===== src/rtl/frameSeqPkg.sv =====
package frameSeqPkg;
  localparam int MODE_BIT = 7;
  localparam int INH_BIT  = 6;

  typedef struct packed {
    logic wipe;        // any reset this cycle
    logic restart;     // a control write takes effect this edge
    logic run;         // sequencer counting
    logic mode5;       // current mode: five-step
    logic nextMode5;   // mode carried by the write this edge
    logic inhibit;     // current interrupt inhibit
    logic inhibitLoad; // write this edge sets inhibit
    logic ack;         // status read this edge
  } seqStrobe_t;
endpackage


===== src/rtl/frameCtrl.sv =====
module frameCtrl
  import frameSeqPkg::*;
#(
  parameter int REPLAY_DELAY = 10
) (
  input  logic       clk,
  input  logic       pwrUpRst,
  input  logic       warmRst,
  input  logic       ctrlWr,
  input  logic [7:0] ctrlData,
  input  logic       statusRd,
  output seqStrobe_t strb
);
  localparam int DLY_W = $clog2(REPLAY_DELAY + 1);

  logic [7:0]       lastCtrl;
  logic             modeQ, inhQ, runQ;
  logic [DLY_W-1:0] delayQ;
  logic             anyRst, replayNow, doWrite;
  logic [7:0]       wrVal;

  assign anyRst    = pwrUpRst || warmRst;
  assign replayNow = !anyRst && (delayQ == DLY_W'(1));
  assign doWrite   = !anyRst && (ctrlWr || replayNow);
  assign wrVal     = ctrlWr ? ctrlData : lastCtrl;

  always_ff @(posedge clk) begin
    if (pwrUpRst) begin
      lastCtrl <= 8'h00;
      modeQ    <= 1'b0;
      inhQ     <= 1'b0;
      runQ     <= 1'b0;
      delayQ   <= DLY_W'(REPLAY_DELAY);
    end else if (warmRst) begin
      runQ     <= 1'b0;
      delayQ   <= DLY_W'(REPLAY_DELAY);
    end else begin
      if (ctrlWr) lastCtrl <= ctrlData;
      if (doWrite) begin
        modeQ <= wrVal[MODE_BIT];
        inhQ  <= wrVal[INH_BIT];
        runQ  <= 1'b1;
      end
      if (delayQ != '0) delayQ <= delayQ - 1'b1;
    end
  end

  always_comb begin
    strb.wipe        = anyRst;
    strb.restart     = doWrite;
    strb.run         = runQ;
    strb.mode5       = modeQ;
    strb.nextMode5   = wrVal[MODE_BIT];
    strb.inhibit     = inhQ;
    strb.inhibitLoad = doWrite && wrVal[INH_BIT];
    strb.ack         = statusRd;
  end

  // power-up forgets the remembered control value
  p_power_forgets_r1: assert property (@(posedge clk)
    pwrUpRst |=> (lastCtrl == 8'h00));

  // the replay countdown ends with the sequencer running
  p_replay_starts_r2: assert property (@(posedge clk) disable iff (pwrUpRst)
    (!warmRst && delayQ == DLY_W'(1)) |=> runQ);

  // warm reset keeps the remembered value
  p_warm_keeps_r2: assert property (@(posedge clk) disable iff (pwrUpRst)
    (warmRst && !ctrlWr) |=> $stable(lastCtrl));
endmodule


===== src/rtl/frameData.sv =====
module frameData
  import frameSeqPkg::*;
#(
  parameter int STEP1 = 7457,
  parameter int STEP2 = 14913,
  parameter int STEP3 = 22371,
  parameter int LAST4 = 29829,
  parameter int LAST5 = 37281
) (
  input  logic       clk,
  input  seqStrobe_t strb,
  output logic       quarterTick,
  output logic       halfTick,
  output logic       frameIrq
);
  localparam int CNT_W = $clog2(LAST5 + 1);
  localparam int SHARED_STEPS [3] = '{STEP1, STEP2, STEP3};

  logic [CNT_W-1:0] cnt, lastStep;
  logic [2:0]       hitVec;
  logic             lastHit, setNow, immQ, irqQ;

  for (genvar g = 0; g < 3; g++) begin : g_shared
    assign hitVec[g] = (cnt == CNT_W'(SHARED_STEPS[g]));
  end

  assign lastStep = strb.mode5 ? CNT_W'(LAST5) : CNT_W'(LAST4);
  assign lastHit  = (cnt == lastStep);
  assign setNow   = strb.run && !strb.mode5 && lastHit && !strb.inhibit;

  always_ff @(posedge clk) begin
    if (strb.wipe) begin
      cnt  <= '0;
      immQ <= 1'b0;
      irqQ <= 1'b0;
    end else begin
      if (strb.restart)  cnt <= '0;
      else if (strb.run) cnt <= lastHit ? '0 : cnt + 1'b1;
      immQ <= strb.restart && strb.nextMode5;
      if (strb.inhibitLoad) irqQ <= 1'b0;
      else if (setNow)      irqQ <= 1'b1;
      else if (strb.ack)    irqQ <= 1'b0;
    end
  end

  assign quarterTick = immQ || (strb.run && (|hitVec || lastHit));
  assign halfTick    = immQ || (strb.run && (hitVec[1] || lastHit));
  assign frameIrq    = irqQ;

  // a half pulse always comes with a quarter pulse
  p_half_with_quarter_r4: assert property (@(posedge clk) disable iff (strb.wipe)
    halfTick |-> quarterTick);

  // five-step mode never raises the interrupt
  p_no_irq_five_r6: assert property (@(posedge clk) disable iff (strb.wipe)
    (strb.mode5 && !frameIrq) |=> !frameIrq);

  // an inhibiting write drops the flag
  p_inhibit_clears_r8: assert property (@(posedge clk) disable iff (strb.wipe)
    strb.inhibitLoad |=> !frameIrq);

  // a five-step write gives both pulses next cycle
  p_imm_tick_r9: assert property (@(posedge clk) disable iff (strb.wipe)
    (strb.restart && strb.nextMode5) |=> (quarterTick && halfTick));
endmodule


===== src/rtl/frameSequencer.sv =====
module frameSequencer
  import frameSeqPkg::*;
#(
  parameter int STEP1        = 7457,
  parameter int STEP2        = 14913,
  parameter int STEP3        = 22371,
  parameter int LAST4        = 29829,
  parameter int LAST5        = 37281,
  parameter int REPLAY_DELAY = 10
) (
  input  logic       clk,
  input  logic       pwrUpRst,
  input  logic       warmRst,
  input  logic       ctrlWr,
  input  logic [7:0] ctrlData,
  input  logic       statusRd,
  output logic       quarterTick,
  output logic       halfTick,
  output logic       frameIrq
);
  seqStrobe_t strb;

  frameCtrl #(.REPLAY_DELAY(REPLAY_DELAY)) i_ctrl (
    .clk(clk), .pwrUpRst(pwrUpRst), .warmRst(warmRst),
    .ctrlWr(ctrlWr), .ctrlData(ctrlData), .statusRd(statusRd),
    .strb(strb)
  );

  frameData #(.STEP1(STEP1), .STEP2(STEP2), .STEP3(STEP3),
              .LAST4(LAST4), .LAST5(LAST5)) i_data (
    .clk(clk), .strb(strb),
    .quarterTick(quarterTick), .halfTick(halfTick), .frameIrq(frameIrq)
  );

  // either reset leaves the interrupt low afterwards
  p_reset_drops_irq_r3: assert property (@(posedge clk) disable iff (pwrUpRst)
    warmRst |=> !frameIrq);
endmodule


===== config.mk =====
export PLATFORM = sky130hd
export DESIGN_NAME = frameSequencer
export DESIGN_NICKNAME = d
export VERILOG_FILES = /design/src/rtl/frameSeqPkg.sv /design/src/rtl/frameCtrl.sv /design/src/rtl/frameData.sv /design/src/rtl/frameSequencer.sv
export SDC_FILE = /design/constraint.sdc
export NUM_CORES = 1
export LEC_CHECK = 0
export BUFFER_PORTS_ARGS = -buffer_cell sky130_fd_sc_hd__buf_2
export CORE_MARGIN = 5
export CORE_UTILIZATION = 30
export DETAILED_ROUTE_END_ITERATION = 12
export SETUP_SLACK_MARGIN = 0.1
export SLEW_MARGIN = 20
export SYNTH_ARGS = -nofsm -noshare
export SYNTH_HDL_FRONTEND = slang
export SYNTH_HIERARCHICAL = 1
export SYNTH_SLANG_ARGS = --single-unit

===== constraint.sdc =====
create_clock -name clk -period 2 [get_ports clk]
set_input_delay 0.2 -clock clk [delete_from_list [all_inputs] [get_ports clk]]
set_output_delay 0.2 -clock clk [all_outputs]
set_load 0.01 [all_outputs]

After elaboration in Yosys (flattened, before gate mapping). Index checks and enable logic that the tools add are counted.

Eq/ne operators: 5. $add $sub $neg: 2. Bitwise logic cells: 1. Reduce and logical (&&, ||, !) cells: 26. Multiplexer cells: 5.

Operator list (number): two-way mux 16 bit (2); adder 16 x 1 -> 16 bit (second input constant) (1); equality test 16 x 13 -> 1 bit (second input constant) (1); equality test 16 x 14 -> 1 bit (second input constant) (1); equality test 16 x 15 -> 1 bit (second input constant) (1); equality test 16 bit (1); logical AND 1 bit (9); two-way mux 8 bit (1); logical OR 1 bit (6); OR reduction 2 bit (3); equality test 4 x 1 -> 1 bit (second input constant) (1); AND reduction 2 bit (2); nonzero test 4 bit (1); subtractor 4 x 1 -> 4 bit (second input constant) (1); zero test 1 bit (3); OR reduction 3 bit (1); two-way mux 1 bit (2); nonzero test 2 bit (1); inverter 1 bit (1).

Input port bits: 13. Output and inout port bits: 3. Register bits: 33. Word-level logic and storage cells: 48.

Logic depth before layout (Yosys ltp).
Depth after elaboration: 7. Depth in mapped cells: 10. Mapped depth without buffers: 8.

Cells and area by module. Netlist, hierarchy kept.

Modules (own cells, without submodules): frameData (cells each 116, instances 1, area each 977.2 um^2, sequential area each 360.3 um^2); frameCtrl (cells each 52, instances 1, area each 494.2 um^2, sequential area each 180.2 um^2).

Least setup slack after synthesis. No wires, ideal clock.

Path kind: flip-flop to flip-flop. From: register i_ctrl.runQ. To: register i_data.cnt[15]. Path slack: 0.232 ns. Data arrival time: 1.697 ns. Data required time: 1.929 ns. Stages on the path, launching flop included: 7. Buffers on the path: 2. Period minus slack after synthesis: 1.768 ns. Cell sequence: dfxtp_1 > buf_4 > buf_2 > nand4_1 > or4_4 > or3_1 > a21oi_1.

RTL lines: from (decl) (line frameCtrl.sv:17) `logic modeQ, inhQ, runQ;`; from (signal assigned) (line frameCtrl.sv:32) `runQ <= 1'b0;`; from (signal assigned) (line frameCtrl.sv:35) `runQ <= 1'b0;`; from (signal assigned) (line frameCtrl.sv:42) `runQ <= 1'b1;`; to (signal assigned) (line frameData.sv:38) `else if (strb.run) cnt <= lastHit ? '0 : cnt + 1'b1;`; to (decl) (line frameData.sv:19) `logic [CNT_W-1:0] cnt, lastStep;`.

Worst setup path in the final report.
From: register i_data.cnt[6]. To: output quarterTick.

Longest elaborated chain between the ends: 5.

Ends and longest elaborated chain: equality test 16 x 13 -> 1 bit (tied with other cells) (line frameData.sv:24) `assign hitVec[g] = (cnt == CNT_W'(SHARED_STEPS[g]));`; OR reduction 3 bit (line frameData.sv:46) `assign quarterTick = immQ || (strb.run && (|hitVec || lastHit));`; logical OR 1 bit (*) (line frameData.sv:46); logical AND 1 bit (*) (line frameData.sv:46); logical OR 1 bit (*) (line frameData.sv:46); to (decl) (line frameSequencer.sv:17) `output logic quarterTick,`.

Every way passes the cells marked *; elsewhere a longest branch is shown, timed or not.

==> results.py <==
metrics = {
    "layout": {
        "diodes": 0,
        "area_delta_synth_final_pct": 16.8,
        "regArea_um2": 558,
        "layout_common_cells": "nor2_1 (27), dfxtp_1 (17), xnor2_1 (11)",
        "multi_input_area_um2": 886,
        "fin_cells": 246,
        "drive_gt1_share_pct": 26.3,
        "nNetsFinal": 198,
        "fill_cells": 506,
        "final_core_util_pct": 36.2,
        "mostFrequentLayoutCell": "nor2_1",
    },
    "clock_network": {
        "h-tree-depth": 1,
        "cts_made_buffers": 3,
        "cts_root_buffer": "clkbuf_8",
        "insertion_delay_ns": 0.27,
        "cts_tree": "done",
        "clock_path_buffers": 2,
        "clk_pin_slew_ns": 0.09,
        "numClockSinks": 27,
    },
    "grt": {
        "grt_pass1_wl_mm": 4.80,
        "antenna_found_initial": 0,
        "grt_max_degree": 15,
        "grt.total_usage_pct": 9.24,
        "grt_pass1_vias": 1093,
        "overflow": 0,
    },
    "setup_path": {
        "slowest_delay_ns": 0.51,
        "cp_slowest_cell": "or4_1",
        "cp_num_buf_inv": 2,
        "cp_top_family": "simple AND/OR/NAND/NOR gates",
        "cp-end-kind": "primary output",
        "worstPathMaxFanout": 7,
        "path_cells": "buf_4 -> nand4bb_1 -> or3_1 -> a21oi_1 -> or4_1 -> buf_2",
        "required_ns": 1.80,
        "crit_type": "flip-flop to primary output",
        "startpoint_type": "flip-flop",
        "crit_arrival_ns": 1.74,
    },
    "drt": {
        "ant_nets": 0,
        "drt_drc_violations_left": 0,
        "routed_via_density": 4.72,
        "drt_iter0_drc": 52,
        "firstDrtPassIters": 4,
        "via_count": 1161,
        "wl_per_cell_um": 11.2,
        "routed_wl_mm": 2.76,
    },
    "synthesis": {
        "syn_nets": 186,
        "synthArstFlopShare_pct": 0,
        "ys_ff_latch": 27,
        "synthFlopType": "dfxtp_1",
        "synthesis.instances": 168,
        "synth_area_um2": 1470,
        "ys.warnings.count": 6,
        "synth_edf_count": 0,
        "ys_seq_area_share_pct": 36.7,
        "yosysUniqueCellTypes": 42,
        "postSynthAreaPerCell_um2": 8.76,
    },
    "die": {
        "placement_rows": 25,
        "initial_core_util_pct": 30.9,
        "die_height_um": 80.0,
        "io-pin-count": 16,
        "die_area_um2": 6410,
        "coreArea_um2": 4750,
        "die_width_um": 80.0,
    },
    "power_and_ir_drop": {
        "leakagePower_nw": 0.596,
        "finalPower_mw": 0.920,
        "max-vdd-ir-drop_uv": 212,
        "powerDensity_nw_per_um2": 535,
    },
    "sta": {
        "final_hold_viol_count": 0,
        "fin_crit_sh_pct": 97.1,
        "post-route-min-period_ns": 1.94,
        "relSlewSlack_pct": 75.1,
        "max_freq_mhz": 515,
        "final-max-slew-violation-count": 0,
        "tightestPinTransition_ns": 0.370,
        "fin_worst_skew_ns": 0.00312,
        "rsz0062_at_grt": "true",
        "setup_viol": 0,
    },
    "place": {
        "dp_hpwl_mm": 2.02,
        "portBuffers": 9,
        "placedCellCount": 238,
        "place_congestion": 0.725,
    },
    "hold_path": {
        "hold_class": "primary input to flip-flop",
    },
    "flow_run": {
        "drv_cap": 0,
    },
    "status": {
        "status": "finished, final reports clean",
    },
}
==> metal layers <==
layer  vias up  GRT usage (%)  wire [um]
li1        599              -          -
met3         6           1.92        115
met5         -              0          0
met2        24           14.1       1170
met1       532           12.9       1430
met4         0           3.04         42
==> worst paths after layout <==
check	cells past startpoint	start	slack (ns)	endpoint
setup / recovery	6	i_data/cnt[6]	0.06	quarterTick
hold / removal	2	pwrUpRst	0.15	i_ctrl/lastCtrl[6]
setup reg to reg	5	i_data/cnt[5]	0.24	i_data/cnt[15]
hold reg to reg	2	i_ctrl/inhQ	0.48	i_ctrl/inhQ
==> cell type report <==
type	count	share of cell area, %
multi-input combinational	122	51.5
sequential	27	32.5
timing repair buffer	19	6.99
tap	67	4.88
clock buffer	4	2.62
inverter	7	1.53
==> worst reg2reg max path: cells and delay by family (launching register included) <==
family          cells  cell delay (ns)
simple gates        3             1.05
compound gates      1             0.13
buf+inv             1             0.13
flops               1             0.40
==> registers in the layout, indices dropped and copies added (netlist names) <==
register / count
i_data/cnt: 16
i_ctrl/delayQ: 4
i_ctrl/lastCtrl: 2
i_ctrl/inhQ: 1
i_ctrl/modeQ: 1
i_ctrl/runQ: 1
i_data/frameIrq: 1
i_data/immQ: 1
==> report_power, final <==
group	switching [mW]	internal [mW]
Clock	0.160	0.143
Sequential	0.00885	0.544
Combinational	0.0335	0.0314
Total	0.202	0.718
==> synth_stat cells, types with 2 or more instances <==
master / number / area [um^2]
a21oi_1: 3 / 15.0
buf_2: 4 / 20.0
buf_4: 7 / 52.6
dfxtp_1: 27 / 541
ha_1: 5 / 62.6
inv_1: 6 / 22.5
mux2_2: 2 / 22.5
mux2i_1: 5 / 50.1
nand2_1: 8 / 30.0
nand2b_1: 3 / 18.8
nand3_1: 6 / 30.0
nand3b_1: 2 / 15.0
nand4_1: 3 / 18.8
nor2_1: 27 / 101
nor2b_1: 2 / 12.5
nor3_1: 7 / 35.0
nor3b_1: 2 / 15.0
nor4_1: 5 / 31.3
nor4b_1: 4 / 35.0
nor4bb_1: 2 / 20.0
or3_1: 4 / 25.0
xnor2_1: 11 / 96.3
xor2_1: 4 / 35.0
==> stage by stage <==
step / TNS (ns) / cell area [um^2] / hold WS, ns / setup slack [ns]
final: 0 / 1720 / 0.147 / 0.0577
after global routing: -0.0293 / 1720 / 0.148 / -0.0293
after CTS: 0 / 1650 / 0.148 / 0.0447
after detailed placement: 0 / 1570 / 0.443 / 0.242
after global placement: 0 / 1570 / 0.439 / 0.247
after floorplan: 0 / 1470 / 0.272 / 0.232
==> cell families (layout without fill, tap and decap cells) <==
group                    after synthesis  after routing  share of synthesized area (%)
AO/OA/AOI/OAI                         10             10                           4.42
AND/OR/NAND/NOR                       85             85                           33.8
XOR/XNOR                              15             15                           8.93
multiplexers                           7              7                           4.93
adder cells (fa/ha/maj)                5              5                           4.25
buffers and inverters                 19             30                           6.97
flip-flops                            27             27                           36.7
==> timing repair <==
| action | 4_1_cts | 5_1_grt |
|---|---|---|
| pin swaps | 3 | 6 |
| resized for setup | 10 | 12 |
| setup endpoints to repair | 2 | 2 |
| hold buffers | 0 | 0 |
| setup buffers | 2 | 2 |
Power figures use the tool's default switching activity.
